### src/rtl/zsp_pkg.sv
package zsp_pkg;

  // Packet sequencer state
  typedef enum logic {
    ST_IDLE = 1'b0,
    ST_BUSY = 1'b1
  } zsp_state_e;

  // Strobes from the sequencer to the datapath, one set per clock
  typedef struct packed {
    logic emitHdr;
    logic emitData;
    logic emitLast;
  } zsp_strobe_t;

endpackage

### src/rtl/zsp_datapath.sv
module zsp_datapath
  import zsp_pkg::*;
#(
  parameter int LANES = 4,
  parameter int SW    = 8,
  parameter int TSW   = 16,
  parameter int PW    = 3,
  parameter int LW    = 4,
  parameter int AW    = 4
) (
  input  logic                  clk,
  input  logic                  rstN,
  input  logic [LANES*SW-1:0]   sampleWord,
  input  logic [SW-1:0]         thr,
  input  logic                  levelMode,
  input  logic [PW-1:0]         hdrPre,
  input  logic [LW-1:0]         hdrLen,
  input  zsp_strobe_t           strobe,
  input  logic [AW-1:0]         rdAddr,
  output logic                  trigHit,
  output logic [TSW-1:0]        tsNow,
  output logic                  outValid,
  output logic                  outHeader,
  output logic                  outLast,
  output logic [LANES*SW-1:0]   outData
);

  localparam int DW    = LANES * SW;
  localparam int DEPTH = 1 << AW;

  logic [SW-1:0]    prevLast;
  logic [LANES-1:0] aboveVec;
  logic [LANES-1:0] crossVec;
  logic [DW-1:0]    histMem [DEPTH];
  logic [DW-1:0]    hdrWord;

  // Per-lane compare; each lane looks at its predecessor in time
  for (genvar g = 0; g < LANES; g++) begin : g_lane
    logic [SW-1:0] cur;
    logic [SW-1:0] prv;
    assign cur = sampleWord[g*SW +: SW];
    if (g == 0) begin : g_first
      assign prv = prevLast;
    end else begin : g_rest
      assign prv = sampleWord[(g-1)*SW +: SW];
    end
    assign aboveVec[g] = cur > thr;
    assign crossVec[g] = (cur > thr) && (prv <= thr);
  end

  assign trigHit = levelMode ? (|aboveVec) : (|crossVec);
  assign hdrWord = DW'({levelMode, hdrPre, hdrLen, tsNow});

  // Timestamp counter, carry-over sample and history ring
  always_ff @(posedge clk or negedge rstN) begin
    if (!rstN) begin
      tsNow    <= '0;
      prevLast <= '0;
      for (int i = 0; i < DEPTH; i++) histMem[i] <= '0;
    end else begin
      tsNow                  <= tsNow + TSW'(1);
      prevLast               <= sampleWord[(LANES-1)*SW +: SW];
      histMem[tsNow[AW-1:0]] <= sampleWord;
    end
  end

  // Output register
  always_ff @(posedge clk or negedge rstN) begin
    if (!rstN) begin
      outValid  <= 1'b0;
      outHeader <= 1'b0;
      outLast   <= 1'b0;
      outData   <= '0;
    end else begin
      outValid  <= strobe.emitHdr | strobe.emitData;
      outHeader <= strobe.emitHdr;
      outLast   <= strobe.emitLast;
      outData   <= strobe.emitHdr ? hdrWord : histMem[rdAddr];
    end
  end

endmodule

### src/rtl/zsp_control.sv
module zsp_control
  import zsp_pkg::*;
#(
  parameter int SW  = 8,
  parameter int TSW = 16,
  parameter int PW  = 3,
  parameter int LW  = 4,
  parameter int AW  = 4
) (
  input  logic           clk,
  input  logic           rstN,
  input  logic           trigHit,
  input  logic [TSW-1:0] tsNow,
  input  logic [SW-1:0]  cfgThreshold,
  input  logic [PW-1:0]  cfgPrecursor,
  input  logic [LW-1:0]  cfgLength,
  input  logic           cfgLevelMode,
  output zsp_strobe_t    strobe,
  output logic [AW-1:0]  rdAddr,
  output logic [SW-1:0]  effThr,
  output logic           effLevel,
  output logic [PW-1:0]  effPre,
  output logic [LW-1:0]  effLen
);

  zsp_state_e     state;
  logic [SW-1:0]  latThr;
  logic [PW-1:0]  latPre;
  logic [LW-1:0]  latLen;
  logic           latLevel;
  logic [TSW-1:0] rdIdx;
  logic [TSW-1:0] endIdx;
  logic           busy;
  logic           atEnd;

  assign busy  = (state == ST_BUSY);
  assign atEnd = (rdIdx == endIdx);

  // Settings follow the inputs only while idle
  assign effThr   = busy ? latThr   : cfgThreshold;
  assign effLevel = busy ? latLevel : cfgLevelMode;
  assign effPre   = busy ? latPre   : cfgPrecursor;
  assign effLen   = busy ? latLen   : cfgLength;

  assign strobe.emitHdr  = !busy && trigHit;
  assign strobe.emitData = busy;
  assign strobe.emitLast = busy && !trigHit && atEnd;
  assign rdAddr          = rdIdx[AW-1:0];

  always_ff @(posedge clk or negedge rstN) begin
    if (!rstN) begin
      state    <= ST_IDLE;
      latThr   <= '0;
      latPre   <= '0;
      latLen   <= '0;
      latLevel <= 1'b0;
      rdIdx    <= '0;
      endIdx   <= '0;
    end else if (!busy) begin
      if (trigHit) begin
        state    <= ST_BUSY;
        latThr   <= cfgThreshold;
        latPre   <= cfgPrecursor;
        latLen   <= cfgLength;
        latLevel <= cfgLevelMode;
        rdIdx    <= tsNow - TSW'(cfgPrecursor);
        endIdx   <= tsNow + TSW'(cfgLength);
      end
    end else begin
      rdIdx <= rdIdx + TSW'(1);
      if (trigHit) begin
        endIdx <= tsNow + TSW'(latLen);
      end else if (atEnd) begin
        state <= ST_IDLE;
      end
    end
  end

endmodule

### src/rtl/zsp_packetizer.sv
module zsp_packetizer
  import zsp_pkg::*;
#(
  parameter int LANES   = 4,
  parameter int SW      = 8,
  parameter int PRE_MAX = 7,
  parameter int LEN_MAX = 15,
  parameter int TSW     = 16
) (
  input  logic                            clk,
  input  logic                            rstN,
  input  logic [LANES*SW-1:0]             sampleWord,
  input  logic [SW-1:0]                   cfgThreshold,
  input  logic [$clog2(PRE_MAX+1)-1:0]    cfgPrecursor,
  input  logic [$clog2(LEN_MAX+1)-1:0]    cfgLength,
  input  logic                            cfgLevelMode,
  output logic                            outValid,
  output logic                            outHeader,
  output logic                            outLast,
  output logic [LANES*SW-1:0]             outData
);

  localparam int PW = $clog2(PRE_MAX + 1);
  localparam int LW = $clog2(LEN_MAX + 1);
  localparam int AW = $clog2(PRE_MAX + 3);

  zsp_strobe_t    strobe;
  logic [AW-1:0]  rdAddr;
  logic           trigHit;
  logic [TSW-1:0] tsNow;
  logic [SW-1:0]  effThr;
  logic           effLevel;
  logic [PW-1:0]  effPre;
  logic [LW-1:0]  effLen;

  zsp_control #(
    .SW(SW), .TSW(TSW), .PW(PW), .LW(LW), .AW(AW)
  ) i_control (
    .clk          (clk),
    .rstN         (rstN),
    .trigHit      (trigHit),
    .tsNow        (tsNow),
    .cfgThreshold (cfgThreshold),
    .cfgPrecursor (cfgPrecursor),
    .cfgLength    (cfgLength),
    .cfgLevelMode (cfgLevelMode),
    .strobe       (strobe),
    .rdAddr       (rdAddr),
    .effThr       (effThr),
    .effLevel     (effLevel),
    .effPre       (effPre),
    .effLen       (effLen)
  );

  zsp_datapath #(
    .LANES(LANES), .SW(SW), .TSW(TSW), .PW(PW), .LW(LW), .AW(AW)
  ) i_datapath (
    .clk        (clk),
    .rstN       (rstN),
    .sampleWord (sampleWord),
    .thr        (effThr),
    .levelMode  (effLevel),
    .hdrPre     (effPre),
    .hdrLen     (effLen),
    .strobe     (strobe),
    .rdAddr     (rdAddr),
    .trigHit    (trigHit),
    .tsNow      (tsNow),
    .outValid   (outValid),
    .outHeader  (outHeader),
    .outLast    (outLast),
    .outData    (outData)
  );

endmodule

### config.mk
export PLATFORM = sky130hd
export DESIGN_NAME = zsp_packetizer
export DESIGN_NICKNAME = d
export VERILOG_FILES = /design/src/rtl/zsp_pkg.sv /design/src/rtl/zsp_datapath.sv /design/src/rtl/zsp_control.sv /design/src/rtl/zsp_packetizer.sv
export SDC_FILE = /design/constraint.sdc
export NUM_CORES = 1
export LEC_CHECK = 0
export ABC_AREA = 1
export BUFFER_PORTS_ARGS = -buffer_cell sky130_fd_sc_hd__buf_2
export CAP_MARGIN = 0
export CORE_MARGIN = 10
export CORE_UTILIZATION = 66
export DETAILED_ROUTE_END_ITERATION = 10
export GPL_TIMING_DRIVEN = 0
export PLACE_DENSITY = 0.88
export REMOVE_ABC_BUFFERS = 1
export SYNTH_ARGS = -nofsm -noshare
export SYNTH_HDL_FRONTEND = slang
export SYNTH_SLANG_ARGS = --single-unit
export TNS_END_PERCENT = 20
### constraint.sdc
create_clock -name clk -period 6.87 [get_ports clk]
set_clock_uncertainty 0.1 [all_clocks]
set_input_delay 0.687 -clock clk [delete_from_list [all_inputs] [get_ports clk]]
set_output_delay 0.687 -clock clk [all_outputs]
set_load 0.05 [all_outputs]
; After elaboration in Yosys (flattened, before gate mapping)
; Cells that the tools add are included.
[op_classes]
n_eq_ne = 1
muxes = 21
multipliers = 0
n_shift = 0
add_sub_neg = 5
bitwise = 4
n_reduce_logical = 14
n_lt_le_gt_ge = 11
n_div = 0
[op_table]
columns = operator, count
row1 = bitwise mux 512 bit, 1
row2 = binary-select mux 32 bit (select 4 bit), 1
row3 = demux 32 bit (select 4 bit), 1
row4 = 2-to-1 mux 32 bit, 4
row5 = 2-to-1 mux 16 bit, 5
row6 = adder 16 x 1 -> 16 bit (second input constant), 2
row7 = adder 16 x 4 -> 16 bit, 2
row8 = > comparator 8 bit, 4
row9 = less-or-equal comparator 8 bit, 4
row10 = equality test 16 bit, 1
row11 = subtractor 16 x 3 -> 16 bit, 1
row12 = greater-or-equal comparator 5 bit (second input constant), 2
row13 = inverter 4 -> 5 bit, 2
row14 = logical AND 1 bit, 8
row15 = 2-to-1 mux 8 bit, 1
row16 = OR reduction 4 bit, 2
row17 = 2-to-1 mux 1 bit, 6
row18 = less-than comparator 5 x 1 -> 1 bit (second input constant), 1
row19 = 2-to-1 mux 4 bit, 1
row20 = 2-to-1 mux 3 bit, 1
row21 = zero test 1 bit, 2
row22 = AND reduction 2 bit, 1
row23 = nonzero test 2 bit, 1
row24 = inverter 1 bit, 1
row25 = OR 1 bit, 1
[totals]
romBits = 0
register_bits = 620
mem_count = 0
elab_cells = 85
out_inout_bits = 35
ramBits = 0
latch_bits = 0

; Longest topological paths before layout
; Gate-level depths: netlist of run 1.
[logic_depth]
ltp_word = 8
depth_mapped = 25
mapped_depth_nobuf = 19

; Modules after synthesis
; A second synthesis of run 1 with hierarchy kept.
[unflattened]
hier_cells = 3453
hier_area_um2 = 29136.7
[by_module_without_submodules]
columns = mod, seq_area_each_um2, instances, cells_each, area_each_um2
row1 = zsp_datapath, 14288.7, 1, 2924, 25607.1
row2 = zsp_control, 1226.2, 1, 529, 3529.6

; Least setup slack after synthesis of run 1
; No wires, ideal clock.
[synth_timing]
path_type = flip-flop to flip-flop
startpoint = register i_control.state, in the netlist i_control.busy
endpoint = register i_control.rdIdx[6]
setup_slack_ns = 3.753
t_arrival_ns = 2.899
synth_period_minus_slack_ns = 3.117
required_ns = 6.653
stages_incl_launch_ff = 17
n_path_buf = 3
cell_sequence = dfrtp_1 > clkbuf_1 > clkbuf_1 > mux2i_1 > ha_1 > a21o_1 > nor2_1 > nand2_1 > nand2_1 > nand2_1 > nor2_1 > nand2_2 > nand2_4 > nand3_4 > buf_2 > nand2_1 > nand2_1
[synth_between]
elab_chain_len = 6
elab_cells_between_ends = 19
classes_between = 8 x order compare / 4 x mux / 7 x reduce/logical
[synth_rtl]
columns = item, line_no
row1 = "start, declared", zsp_control.sv:26  ; zsp_state_e state;
row2 = "start signal, assigned", zsp_control.sv:52  ; state <= ST_IDLE;
row3 = "start signal, assigned", zsp_control.sv:61  ; state <= ST_BUSY;
row4 = "start signal, assigned", zsp_control.sv:74  ; state <= ST_IDLE;
row5 = 2-to-1 mux 8 bit, zsp_control.sv:40  ; assign effThr = busy ? latThr : cfgThreshold;
row6 = > comparator 8 bit / less-or-equal comparator 8 bit (equally long branches), "zsp_datapath.sv:47, zsp_datapath.sv:48"
row7 = logical AND 1 bit, zsp_datapath.sv:48  ; assign crossVec[g] = (cur > thr) && (prv <= thr);
row8 = OR reduction 4 bit, zsp_datapath.sv:51  ; assign trigHit = levelMode ? (|aboveVec) : (|crossVec);
row9 = 2-to-1 mux 1 bit, zsp_datapath.sv:51
row10 = nonzero test 2 bit (no line), n/a
row11 = "end signal, assigned", zsp_control.sv:66  ; rdIdx <= tsNow - TSW'(cfgPrecursor);
row12 = "end signal, assigned", zsp_control.sv:70  ; rdIdx <= rdIdx + TSW'(1);
row13 = "end, declared", zsp_control.sv:31  ; logic [TSW-1:0] rdIdx;
; Parallel ways exist; a longest one is shown, timed or not.
; A chain may end at the register's enable or synchronous reset.

; Worst setup path in the final report of run 1
[layout_timing]
startpoint = register i_control.state, in the netlist i_control.busy
endpoint = register i_datapath.outData[3]
[layout_between]
elab_chain_len = 7
elab_cells_between_ends = 20
classes_between = 8 x order compare / 4 x mux / 8 x reduce/logical
[layout_rtl]
columns = item, line_no
row1 = 2-to-1 mux 8 bit, zsp_control.sv:40
row2 = > comparator 8 bit / less-or-equal comparator 8 bit (equally long branches), "zsp_datapath.sv:47, zsp_datapath.sv:48"
row3 = logical AND 1 bit, zsp_datapath.sv:48
row4 = OR reduction 4 bit, zsp_datapath.sv:51
row5 = 2-to-1 mux 1 bit, zsp_datapath.sv:51
row6 = logical AND 1 bit *, zsp_control.sv:45  ; assign strobe.emitHdr = !busy && trigHit;
row7 = 2-to-1 mux 32 bit *, zsp_datapath.sv:78  ; outData <= strobe.emitHdr ? hdrWord : histMem[rdAddr];
row8 = "end signal, assigned", zsp_datapath.sv:78
row9 = "end, declared", zsp_datapath.sv:25  ; output logic [LANES*SW-1:0] outData
; Every way passes the cells marked *; elsewhere a longest branch is shown, timed or not.

==> impl_metrics.tcl, run 1 <==
set metrics [dict create \
    outcome "finished, final reports clean" \
    fp.dieH_um 228.9 \
    fin_crit_ns 5.532 \
    final_cell_mix "nand2_1, o21ai_0, dfrtp_1" \
    wl_per_cell_um 22.64 \
    grt.total_usage_pct 33.45 \
    cts_made_buffers 59 \
    static-leakage-power_nw 15.19 \
    row_count 76 \
    path_max_fanout 46 \
    relSlewSlack_pct 6.830 \
    placed_area_um2 29510 \
    nets 3422 \
    maxSlewViolCount 0 \
    synth_cells 3420 \
    viasPerCell 6.582 \
    cp-end-kind "flip-flop" \
    vias 26011 \
    root_buffer "clkbuf_16" \
    synth_edf_count 0 \
    arrival_ns 5.93 \
    cp_common_cell "nand2_1" \
    dp.cells 3841 \
    ff2ff_path_depth 18 \
    fp.coreArea_um2 43080 \
    ant_nets 0 \
    async_flop_share_pct 100.0 \
    stdcell_area_um2 31590 \
    worstMarginPinSlew_ns 1.398 \
    cts_tree "built" \
    place_ws_ns 1.579 \
    hp-class "in2reg" \
    htreeDepth 2 \
    critPathRequiredTime_ns 7.26 \
    die_width_um 228.9 \
    max_stage_delay_ns 1.27 \
    multi_input_area_um2 11960 \
    fin_hold_ws_ns 0.1288 \
    yosys_most_used_dff "dfrtp_1" \
    finalHoldViolCount 0 \
    syn_to_final_growth_pct 9.707 \
    drive_above_1_share_pct 7.187 \
    yosysTopAreaCellShare_pct 53.62 \
    nFillCells 2996 \
    final_cells 3952 \
    ir_drop_mv 0.3559 \
    wirelength_um 89460 \
    drc 0 \
    top_level_ports 85 \
    startpoint_type "flip-flop" \
    critical_path_class "reg2reg" \
    synth.distinct_cells 43 \
    synth_top_area_cell "dfrtp_1" \
    ys_seq_elements 617 \
    ys_seq_area_share_pct 53.62 \
    ys_top_cells_by_area "dfrtp_1, o21ai_0, nand2_1, nor2_1, clkbuf_1" \
    drv_cap 0 \
    setup_viol 0 \
    cts_num_sinks 617 \
    yosysWarnings 0 \
    drtIter0Drc 4288 \
    fp.dieArea_um2 52390 \
    grt_pass1_wl_um 139700 \
    cts_setup_buffers 0 \
    grt_max_degree 150 \
    firstDrtPassIters 6 \
    gp_congestion 0.9458 \
    post-route-period-util_pct 80.52 \
    hpwl_um 50040 \
    slowest_stage "dfrtp_1" \
    antenna_cells 0 \
    grt_pass1_vias 25900 \
    whs_path_depth 1 \
    portBuffers 84 \
    cts.clk_slew.worst_paths_ns 0.07 \
    antenna_found_initial 1 \
    pwr_density_cell_nw_per_um2 377.2 \
    clock_path_buffers 3 \
    syn_area_um2 28800 \
    start_util_pct 66.85 \
    ff_latch_area_um2 15450 \
    setup_slack_ns 1.338 \
    overflow 0 \
    clock.fmax_mhz 180.8 \
    rsz0062_at_grt "no" \
    clkLatencyLatePin_ns 0.64 \
    worstPathCellList "inv_2 > nand2_1 > nand2_1 > ha_1 > inv_1 > nand2_1 > nand2_1 > nand2_1 > nand2_1 > nand2_1 > nand2_1 > nand2_1 > nand2_1 > nor2_1 > nand2_2 > nand3_4 > nand2_1 > nand2_1" \
    syn_area_per_cell_um2 8.420 \
    final_common_cell "nand2_1" \
]
-- what timing repair did --
item / CTS / global route
setup endpoints to repair: 0 / 0
hold buffers: 1 / 0
gates resized for setup: 0 / 0
endpoints found under the hold margin: 54 / 0
-- final timing paths --
| path | startpoint | to | slack, ns |
|---|---|---|---|
| setup / recovery | i_control.busy | i_datapath.outData[3] | 1.34 |
| min in group asynchronous | rstN | i_datapath.histMem[309] | 0.47 |
| hold / removal | sampleWord[26] | i_datapath.g_lane[0].prv[2] | 0.13 |
| setup reg to reg | i_control.busy | i_datapath.outData[3] | 1.34 |
| hold reg to reg | i_control.latLen[1] | i_control.latLen[1] | 0.37 |
| max in group asynchronous | rstN | i_datapath.histMem[303] | 4.29 |
-- through the flow --
stage	setup TNS, ns	total power [mW]	util (%)
after CTS	0	11.80	73.34
after global placement	-4504.24	8.202	66.98
after floorplan	-48.09	6.904	-
final	0	11.92	73.34
after detailed placement	0	8.304	68.50
after global routing	0	12.43	73.34
-- critical path: cells and delay by family, from the launching register on --
kind / cells / cell delay [ns]
DFF: 1 / 1.27
adders and majority gates: 1 / 0.25
buffers and inverters: 2 / 0.65
and+or+nand+nor: 15 / 3.05
-- power breakdown --
group / internal [mW] / switching, mW / total (mW)
registers: 3.98 / 0.314 / 4.29
logic: 1.21 / 2.93 / 4.14
clock network: 2.06 / 1.43 / 3.48
total: 7.24 / 4.67 / 11.9
-- metal layers --
layer / track usage [%] / part of all wire [%] / vias to the layer above
met1: 42.31 / 36 / 12464
met2: 50.62 / 44 / 1865
met5: 0 / 0.015 / -
met4: 19.62 / 6.1 / 2
met3: 9.779 / 13 / 416
li1: - / - / 11264
-- flip-flops by register name, summed over array words and instances, names as in the netlist, 4 cells and up --
signal	flops
i_control.endIdx	16
i_datapath.tsNow	16
i_control.latLen	4
i_control.rdIdx	16
i_datapath.g_lane.prv	8
i_datapath.histMem	512
i_control.latThr	8
i_datapath.outData	32
-- final cells by class --
| cell class | count | area share [%] |
|---|---|---|
| clock inverter | 20 | 1.018 |
| sequential | 617 | 48.90 |
| inverter | 107 | 1.319 |
| multi-input combinational | 2426 | 37.84 |
| timing repair buffer | 107 | 3.050 |
| clock buffer | 90 | 5.553 |
| tap | 585 | 2.317 |
-- Yosys cell counts, types with 3 or more instances --
cell / instances
nor4_1: 5
o21ai_0: 746
nand2_2: 3
a21o_1: 4
buf_1: 9
buf_2: 49
nand4_1: 62
xor2_1: 34
clkbuf_1: 208
nor2_1: 253
a221oi_1: 14
o211ai_1: 9
nand3_1: 58
ha_1: 52
a21oi_1: 80
xnor2_1: 18
mux2i_1: 8
dfrtp_1: 617
o22ai_1: 59
a22oi_1: 10
a31oi_1: 4
inv_1: 104
a32o_1: 8
o221ai_1: 39
nor3_1: 10
or2_2: 5
nand2_1: 929
-- cells by family (layout without fill, tap and decap cells) --
group / after synthesis / after routing / synth area share, %
and+or+nand+nor: 1335 / 1335 / 18.59
adders and majority gates: 54 / 54 / 2.398
muxes: 8 / 8 / 0.2781
AOI/OAI and AO/OA: 977 / 977 / 18.33
xor gates and xnor gates: 52 / 52 / 1.582
DFF: 617 / 617 / 53.62
buffers and inverters: 377 / 324 / 5.205
No activity file was read; power rests on OpenSTA's default activity.
==> run 2, diff against run 1 <==
--- a/config.mk
+++ b/config.mk
@@ -9,10 +9,10 @@
 export BUFFER_PORTS_ARGS = -buffer_cell sky130_fd_sc_hd__buf_2
 export CAP_MARGIN = 0
 export CORE_MARGIN = 10
-export CORE_UTILIZATION = 66
+export CORE_UTILIZATION = 63
 export DETAILED_ROUTE_END_ITERATION = 10
 export GPL_TIMING_DRIVEN = 0
-export PLACE_DENSITY = 0.88
+export PLACE_DENSITY = 0.85
 export REMOVE_ABC_BUFFERS = 1
 export SYNTH_ARGS = -nofsm -noshare
 export SYNTH_HDL_FRONTEND = slang
==> constraint.sdc (replaced) <==
create_clock -name clk -period 5.66 [get_ports clk]
set_clock_uncertainty 0.1 [all_clocks]
set_input_delay 0.566 -clock clk [delete_from_list [all_inputs] [get_ports clk]]
set_output_delay 0.566 -clock clk [all_outputs]
set_load 0.05 [all_outputs]
==> run 2 against run 1 <==
Global-route usage is 1.6 points lower. Sequential share of layout area is 0.087 points lower. Maximum frequency is 2.4% higher. Clock power is 29% higher. Clock-buffer cell count is 8 lower. Critical endpoint is now i_datapath.outData[12]. Core utilization is 3.5 points lower. First-iteration DRC count is 9.3% lower. Register-to-register slack worse by 1.1 ns. Die area is 4.3% higher. Critical path type unchanged. Critical path depth stayed put. Largest power group unchanged. Worst hold slack worse by 0.096 ns. Via count is 1.4% lower.
==> impl_metrics.tcl, run 2 (synthesis gave the netlist of run 1 again) <==
set metrics [dict create \
    whs_path_depth 1 \
    worstPathCellList "inv_2 > nand2_1 > nand2_1 > ha_1 > inv_1 > nand2_1 > nand2_1 > nand2_1 > nand2_1 > nand2_1 > nand2_1 > nand2_1 > nand2_1 > inv_1 > nand2_2 > nand3_4 > nand2_1 > nand2_1" \
    critPathRequiredTime_ns 6.05 \
    cts_tree "built" \
    drv_cap 0 \
    setup_viol 0 \
    critical_path_class "reg2reg" \
    fin_crit_ns 5.403 \
    grt_pass1_wl_um 136100 \
    startpoint_type "flip-flop" \
    grt.total_usage_pct 31.80 \
    wl_per_cell_um 22.20 \
    drc 0 \
    fp.dieArea_um2 54660 \
    hpwl_um 47940 \
    rsz0062_at_grt "no" \
    worstReg2RegStart "i_control.busy" \
    r2r_slack_ns 0.26 \
    ant_nets 0 \
    path_max_fanout 46 \
    top_register "i_datapath.histMem" \
    min_from "sampleWord[27]" \
    ir_drop_mv 0.5194 \
    ff2ff_path_depth 18 \
    static-leakage-power_nw 15.22 \
    met2_length_um 38890 \
    wirelength_um 87950 \
    relSlewSlack_pct 8.329 \
    viasPerCell 6.473 \
    finalHoldViolCount 0 \
    gp_congestion 0.9744 \
    cp-end-kind "flip-flop" \
    cts_num_sinks 617 \
    max_stage_delay_ns 1.25 \
    clock_path_buffers 3 \
    vias 25648 \
    root_buffer "clkbuf_16" \
    fp.coreArea_um2 45280 \
    post-route-period-util_pct 95.46 \
    cts_setup_buffers 0 \
    fp.dieH_um 233.8 \
    largest_reg_flops 512 \
    whs_endpoint "i_datapath.g_lane[0].prv[3]" \
    cp_common_cell "nand2_1" \
    finalSetupTns_ns 0 \
    top_level_ports 85 \
    nets 3418 \
    cts.clk_slew.worst_paths_ns 0.06 \
    overflow 0 \
    hp-class "in2reg" \
    maxSlewViolCount 0 \
    die_width_um 233.8 \
    rr_endpoint "i_datapath.outData[12]" \
    slowest_stage "dfrtp_1" \
    met1_length_um 33560 \
    final_common_cell "nand2_1" \
    antenna_cells 0 \
    pwr_density_cell_nw_per_um2 461.3 \
    firstDrtPassIters 8 \
    htreeDepth 2 \
    drive_above_1_share_pct 7.198 \
    cts_made_buffers 61 \
    drtIter0Drc 3890 \
    row_count 78 \
    cp_top_family "simple AND/OR/NAND/NOR gates" \
    dr_wl_met3_um 10790 \
    critPathBufInv 3 \
    final_cell_mix "nand2_1, o21ai_0, dfrtp_1" \
    antenna_found_initial 1 \
    cts_hold_buf 2 \
    grt_max_degree 162 \
    clkLatencyLatePin_ns 0.64 \
    cts_resized 0 \
    routed.top_layer "met5" \
    clock.fmax_mhz 185.1 \
    fin_hold_ws_ns 0.03281 \
    start_util_pct 63.59 \
    top_regs "i_datapath.histMem: 512 flops, i_datapath.outData: 32 flops" \
    portBuffers 84 \
    worstMarginPinSlew_ns 1.375 \
    syn_to_final_growth_pct 9.902 \
    startpoint "i_control.busy" \
    arrival_ns 5.79 \
    outcome "finished, final reports clean" \
    grt_pass1_vias 24844 \
]
==> run 2: changes by cell type in the layout (fill, tap and decap cells not counted), moves of 2 or more <==
cell	previous run	this run
nand2_4	11	16
clkinvlp_4	1	4
clkbuf_1	16	10
clkbuf_8	14	9
buf_12	11	5
clkbuf_16	60	63
nand2_2	9	4
clkinv_2	10	12
bufinv_16	8	13
==> run 2: final cells by class <==
class,instances,area [um2]
clock inverters,29,488.0
inverters,107,416.7
flip-flops and latches,617,15450
multi-input cells,2426,11980
well taps,600,750.7
clock buffers,82,1738
repair buffers,101,825.8
fillers,3382,13640
==> run 2: power breakdown <==
part / internal [mW] / switching (mW) / total (mW) / leakage, nW
registers: 4.83 / 0.414 / 5.24 / 7.28
clock network: 2.74 / 1.74 / 4.48 / 1.08
logic: 1.45 / 3.43 / 4.88 / 6.86
total: 9.01 / 5.59 / 14.6 / 15.2
==> run 2: how the worst max path moves through the flow <==
stage | to | slack, ns | cells past startpoint
floorplan | i_datapath.outData[0] | -2.69 | 7
global placement | i_datapath.outData[10] | -10.14 | 7
detailed placement | i_datapath.outData[12] | 0.56 | 18
CTS | i_datapath.outData[12] | 0.56 | 18
global route | i_datapath.outData[10] | 0.06 | 18
finish | i_datapath.outData[12] | 0.26 | 18
==> run 2: worst register-to-register path, stage by stage (launching register included) <==
cell,delay (ns)
dfrtp_1,1.25
inv_2,0.56
nand2_1,0.20
nand2_1,0.21
ha_1,0.27
inv_1,0.05
nand2_1,0.04
nand2_1,0.05
nand2_1,0.04
nand2_1,0.05
nand2_1,0.06
nand2_1,0.07
nand2_1,0.09
nand2_1,0.14
inv_1,0.06
nand2_2,0.62
nand3_4,0.86
nand2_1,0.37
nand2_1,0.16
==> run 2: through the flow <==
step,cell area (um2),utilization (%),setup WS (ns),power [mW],cells
after floorplan,27700,-,-2.690,8.380,3150
after global placement,28870,63.75,-10.14,9.914,3834
after detailed placement,29400,64.93,0.5649,9.983,3849
after CTS,31650,69.89,0.5571,14.47,3962
after global routing,31650,69.89,0.06337,15.22,3962
final,31650,69.89,0.2572,14.60,3962
==> run 2: routing by layer <==
metal,vias to the layer above,track usage (%)
met4,2,17.09
met1,12289,42.33
met5,-,0
met2,1761,48.29
li1,11259,-
met3,337,7.022
